## src/rtl/pirq_pkg.sv

```systemverilog
package pirq_pkg;
  // Which kind of update reached the flag register this cycle.
  typedef struct packed {
    logic sw_write;
    logic trig;
    logic hw_set;
    logic hw_clr;
  } pirq_cause_t;

  // Merge a write value into a register through a mask.
  function automatic logic [63:0] masked_merge(input logic [63:0] old_v,
                                               input logic [63:0] new_v,
                                               input logic [63:0] mask);
    return (new_v & mask) | (old_v & ~mask);
  endfunction
endpackage

```

## src/rtl/pirq_next.sv

```systemverilog
module pirq_next #(
  parameter int          W          = 8,
  parameter logic [W-1:0] VALID_MASK = '1,
  parameter logic [W-1:0] WRITE_MASK = '1,
  parameter logic [W-1:0] CLEAR_MASK = '1,
  parameter logic [W-1:0] TRIG_MASK  = 1
) (
  input  logic [W-1:0] cur,
  input  logic         wr_en,
  input  logic [W-1:0] wr_data,
  input  logic [W-1:0] hw_set,
  input  logic [W-1:0] hw_clr,
  input  logic         trigger,
  output logic [W-1:0] nxt,
  output pirq_pkg::pirq_cause_t cause
);
  localparam logic [W-1:0] TRIG_EFF = TRIG_MASK & WRITE_MASK;

  logic [W-1:0] set_ok, clr_ok, trig_ok;
  assign set_ok  = hw_set & VALID_MASK;
  assign clr_ok  = hw_clr & CLEAR_MASK;
  assign trig_ok = trigger ? TRIG_EFF : '0;

  always_comb begin
    cause.sw_write = wr_en;
    cause.trig     = trigger;
    cause.hw_set   = |set_ok;
    cause.hw_clr   = |clr_ok;
  end

  // Per-bit priority: hw set, hw clear, trigger, software write.
  for (genvar i = 0; i < W; i++) begin : g_bit
    logic wr_bit;
    always_comb begin
      if (wr_en && WRITE_MASK[i]) wr_bit = wr_data[i];
      else                        wr_bit = cur[i];
      if (set_ok[i])       nxt[i] = 1'b1;
      else if (clr_ok[i])  nxt[i] = 1'b0;
      else if (trig_ok[i]) nxt[i] = 1'b1;
      else                 nxt[i] = wr_bit;
    end
  end
endmodule

```

## src/rtl/pirq_req.sv

```systemverilog
module pirq_req #(
  parameter int          W          = 8,
  parameter logic [W-1:0] VALID_MASK = '1
) (
  input  logic                  clk,
  input  logic                  rst,
  input  logic [W-1:0]          nxt,
  input  logic [W-1:0]          flags,
  input  logic [W-1:0]          irq_enable,
  input  pirq_pkg::pirq_cause_t cause,
  output logic                  irq_req,
  output logic                  irq_status
);
  logic raise;
  assign raise = cause.sw_write | cause.trig | cause.hw_set;

  always_ff @(posedge clk) begin
    if (rst) irq_req <= 1'b0;
    else     irq_req <= raise && ((nxt & irq_enable) != '0);
  end

  assign irq_status = |(flags & VALID_MASK & irq_enable);

  // a request only follows a raising update.
  assert_req_has_cause_R5: assert property (@(posedge clk) disable iff (rst)
    irq_req |-> $past(raise));
  // clears alone never request.
  assert_clear_silent_R6: assert property (@(posedge clk) disable iff (rst)
    (cause.hw_clr && !raise) |=> !irq_req);
endmodule

```

## src/rtl/pirq_flag_bank.sv

```systemverilog
module pirq_flag_bank #(
  parameter int          W          = 8,
  parameter logic [W-1:0] VALID_MASK = 8'hFF,
  parameter logic [W-1:0] WRITE_MASK = 8'hCF,
  parameter logic [W-1:0] CLEAR_MASK = 8'h38,
  parameter logic [W-1:0] TRIG_MASK  = 8'h01
) (
  input  logic         clk,
  input  logic         rst,
  input  logic         wr_en,
  input  logic [W-1:0] wr_data,
  output logic [W-1:0] rd_data,
  input  logic [W-1:0] irq_enable,
  input  logic [W-1:0] hw_set,
  input  logic [W-1:0] hw_clr,
  input  logic         trigger,
  output logic         irq_req,
  output logic         irq_status
);
  if (TRIG_MASK == '0 || (TRIG_MASK & (TRIG_MASK - 1'b1)) != '0) begin : g_bad_trig
    $error("TRIG_MASK must be one-hot");
  end

  logic [W-1:0]          flags, nxt;
  pirq_pkg::pirq_cause_t cause;

  pirq_next #(
    .W(W), .VALID_MASK(VALID_MASK), .WRITE_MASK(WRITE_MASK),
    .CLEAR_MASK(CLEAR_MASK), .TRIG_MASK(TRIG_MASK)
  ) u_next (
    .cur(flags), .wr_en(wr_en), .wr_data(wr_data), .hw_set(hw_set),
    .hw_clr(hw_clr), .trigger(trigger), .nxt(nxt), .cause(cause)
  );

  always_ff @(posedge clk) begin
    if (rst) flags <= '0;
    else     flags <= nxt;
  end

  assign rd_data = flags;

  pirq_req #(.W(W), .VALID_MASK(VALID_MASK)) u_req (
    .clk(clk), .rst(rst), .nxt(nxt), .flags(flags), .irq_enable(irq_enable),
    .cause(cause), .irq_req(irq_req), .irq_status(irq_status)
  );

  // a lone write leaves non-writable bits alone.
  assert_ro_kept_R3: assert property (@(posedge clk) disable iff (rst)
    (wr_en && !trigger && hw_set == '0 && hw_clr == '0)
      |=> ((rd_data & ~WRITE_MASK) == ($past(rd_data) & ~WRITE_MASK)));
  // an honoured hardware set always lands.
  assert_set_wins_R9: assert property (@(posedge clk) disable iff (rst)
    1'b1 |=> ((rd_data & $past(hw_set & VALID_MASK)) == $past(hw_set & VALID_MASK)));
endmodule

```

## config.mk

```make
export PLATFORM = sky130hd
export DESIGN_NAME = pirq_flag_bank
export DESIGN_NICKNAME = d
export VERILOG_FILES = /design/src/rtl/pirq_pkg.sv /design/src/rtl/pirq_next.sv /design/src/rtl/pirq_req.sv /design/src/rtl/pirq_flag_bank.sv
export SDC_FILE = /design/constraint.sdc
export NUM_CORES = 1
export LEC_CHECK = 0
export CAP_MARGIN = 20
export CORE_AREA = 5 5 42 44
export CTS_BUF_LIST = sky130_fd_sc_hd__clkbuf_8
export CTS_CLUSTER_SIZE = 20
export DETAILED_ROUTE_END_ITERATION = 8
export DIE_AREA = 0 0 47 49
export DONT_BUFFER_PORTS = 1
export HOLD_SLACK_MARGIN = 0.03
export PLACE_DENSITY = 0.58
export SLEW_MARGIN = 20
export SYNTH_ARGS = -nofsm -noshare
export SYNTH_HDL_FRONTEND = slang
export SYNTH_SLANG_ARGS = --single-unit
```

## constraint.sdc

```tcl
create_clock -name clk -period 1.81 [get_ports clk]
set_input_delay 0.362 -clock clk [delete_from_list [all_inputs] [get_ports clk]]
set_output_delay 0.362 -clock clk [all_outputs]
set_load 0.005 [all_outputs]
```

==> results.tsv <==
stage	metric	value	unit
outcome	status	finished, final reports clean	
power	seqPwrFrac	0.445	
cts	cts_made_buffers	3	
grt	grt_pass1_wl	2160	microns
synth	synth_enable_flop_cells	0	
placement	placed_area	520	sq um
cts	htree_levels	1	
cts	clk_pin_slew_worst_paths	0.05	ns
power	p_clk_frac	0.442	
sta	fin_ws	0.510	ns
grt	grt_pass1_vias	464	
worst_setup_path	reg2regPathDepth	4	
sta	slew_headroom	0.768	
cts	clock-root-buffer	clkbuf_8	
worst_setup_path	worstPathRequired	1.93	ns
floorplanning	num_rows	14	
drt	vias	442	
synth	syn_avg_cell_area	9.34	sq um
cells_and_area	multi_input_area	298	sq um
worst_setup_path	reg2reg_slack	0.51	ns
worst_setup_path	r2r-start	rd_data[3]	
sta	timing.fmax	769	MHz
floorplanning	ios	46	
sta	hold_viol	0	
synth	yosys.cell_types.count	25	
sta	post-route-period-util	0.718	
sta	post-route-min-period	1.30	ns
power	sw_frac_of_total	0.223	
power	powerDensity	901	mW/mm^2
power	intPower	0.000396	W
worst_setup_path	path_delay_family	compound AO/OA/AOI/OAI gates	
worst_setup_path	crit_arrival	1.42	ns
worst_setup_path	crit_slowest_cell	dfxtp_1	
worst_setup_path	cp_cell_sequence	mux2_2 -> a21oi_2 -> o2111ai_1 -> o31a_1	
worst_setup_path	crit_fanout	3	
worst_setup_path	path_class	flop to flop	
floorplanning	die_h	49	microns
drt	viasPerCell	5.97	
drt	wl_per_cell	19.0	microns
placement	pre_cts_ws	0.425	ns
drt	drc	0	
min_path	hold-path-endpoint	rd_data[0]	
worst_setup_path	cp-end-kind	flop	
cells_and_area	syn_to_final_growth	8.13	%
synth	syn_area	523	sq um
min_path	holdPathStages	1	
synth	async_flop_share	0	
cts	post_cts_buffers	0	
cells_and_area	layout_commonest_cell	dfxtp_1	
sta	setup_tns	0	ns
sta	final_max_slew_viol_count	0	
floorplanning	die-area	0.00230	sq mm
synth	syn-instance-count	56	
worst_setup_path	rr_endpoint	u_req.irq_req	
floorplanning	fp.dieW	47	microns
sta	setup_viol	0	
synth	synth_fp_nets	92	
power	p_leak	0.229	nW
cts	cts_buffer_depth	2	
grt	grt_max_degree	13	
synth	ys_ff_latch	9	
cells_and_area	nFillCells	159	
sta	worstMarginPinSlew	0.347	ns
worst_setup_path	critical_path_buf_inv_count	0	
placement	io_buffer_count	0	
worst_setup_path	crit_path_max_incr_delay	0.33	ns
cts	cts_tree	done	
cts	numClockSinks	9	
synth	yosysWarnings	0	
power	p_sw	0.000114	W
grt	grt_antenna_before_repair	0	
cts	cts_hold_buf	0	
power	vdd_drop_max	0.407	mV
sta	rsz0062_at_grt	false	
flow_run	drv_cap	0	
drt	drt_iter0_markers	16	
worst_setup_path	cp-start-kind	flop	
placement	place_hpwl	1170	microns
power	p_total	0.000510	W
min_path	hp-start	rst	
floorplanning	start_util	0.373	
cells_and_area	nNetsFinal	95	
floorplanning	core_area	0.00140	sq mm
synth	synthFlopType	dfxtp_1	
cells_and_area	final_cell_mix	9 x dfxtp_1, 7 x nor2_1, 6 x inv_1	
grt	grt.total_usage	0.131	
placement	gp_congestion	0.706	
drt	ant_nets	0	
cells_and_area	drive_gt1_frac	0.241	
cts	clock_latency	0.23	ns
cts	cts-resized-gates	0	
cells_and_area	ff_latch_area	180	sq um
min_path	hold_path_class	input port to flop	
grt	gr-total-overflow	0	
drt	drt_pass1_iterations	4	
cells_and_area	design_area	566	sq um
sta	clock_skew	0.00302	ns
power	comb_power_share	0.113	
synth	seq_area_frac_synth	0.344	
drt	wirelength	1410	microns
cells_and_area	antenna_cells	0	
## worst register-to-register path, stage by stage (launching register included)
cell       delay, ns
dfxtp_1         0.33
mux2_2          0.28
a21oi_2         0.16
o2111ai_1       0.12
o31a_1          0.30
## sequential cells by signal (all words and copies together), names as in the netlist
| name | cells |
|---|---|
| u_req.irq_req | 1 |
| rd_data | 8 |
## area by class of cell
class                           count  area share
Multi-Input combinational cell     39       0.527
Sequential cell                     9       0.319
Clock buffer                        3      0.0730
Inverter                            6      0.0398
Tap cell                           16      0.0354
Clock inverter                      1     0.00664
## synthesized netlist by cell type, drive strengths merged, types with 2 or more instances
| cell type | instances | share of area |
|---|---|---|
| nor4 | 2 | 0.024 |
| o22ai | 2 | 0.024 |
| o21ba | 2 | 0.038 |
| a211oi | 3 | 0.062 |
| inv | 6 | 0.043 |
| a22oi | 4 | 0.057 |
| dfxtp | 9 | 0.34 |
| o21ai | 2 | 0.019 |
| buf | 2 | 0.043 |
| nor2b | 6 | 0.10 |
| nor2 | 7 | 0.050 |
## through the flow
stage | utilization | std cells | hold WS, ns
detailed placement | 0.371 | 70 | 0.437
floorplan | - | 56 | 0.478
finish | 0.404 | 74 | 0.196
CTS | 0.404 | 74 | 0.194
global route | 0.404 | 74 | 0.193
global placement | 0.371 | 70 | 0.436
## layer usage
metal	vias up	global-route usage	part of all wire
met3	2	0.0664	0.14
li1	209	-	-
met5	-	0	0
met4	0	0.0691	0.0071
met1	206	0.144	0.37
met2	25	0.199	0.49
## how the worst max path moves through the flow
| stage | startpoint | endpoint | cells past startpoint |
|---|---|---|---|
| 5_1_grt | rd_data[3] | u_req.irq_req | 4 |
| 3_3_place_gp | wr_en | u_req.irq_req | 4 |
| 6_report | rd_data[3] | u_req.irq_req | 4 |
| 2_1_floorplan | wr_en | u_req.irq_req | 4 |
| 3_5_place_dp | wr_en | u_req.irq_req | 4 |
| 4_1_cts | rd_data[3] | u_req.irq_req | 4 |
## power by group through the flow
stage          combinational, W  sequential (W)  clock, W
2_1_floorplan         0.0000600        0.000227         0
3_5_place_dp          0.0000578        0.000231         0
6_report              0.0000575        0.000227  0.000225
4_1_cts               0.0000580        0.000227  0.000229
3_3_place_gp          0.0000568        0.000230         0
5_1_grt               0.0000640        0.000229  0.000239
## logic make-up (layout without fill, tap and decap cells)
logic type / after synthesis / after routing / share of synthesized area
AO/OA/AOI/OAI: 19 / 19 / 0.316
buffers and inverters: 8 / 10 / 0.0861
flip-flops: 9 / 9 / 0.344
multiplexers: 1 / 1 / 0.0215
AND/OR/NAND/NOR: 19 / 19 / 0.232
Power figures use the tool's default switching activity.
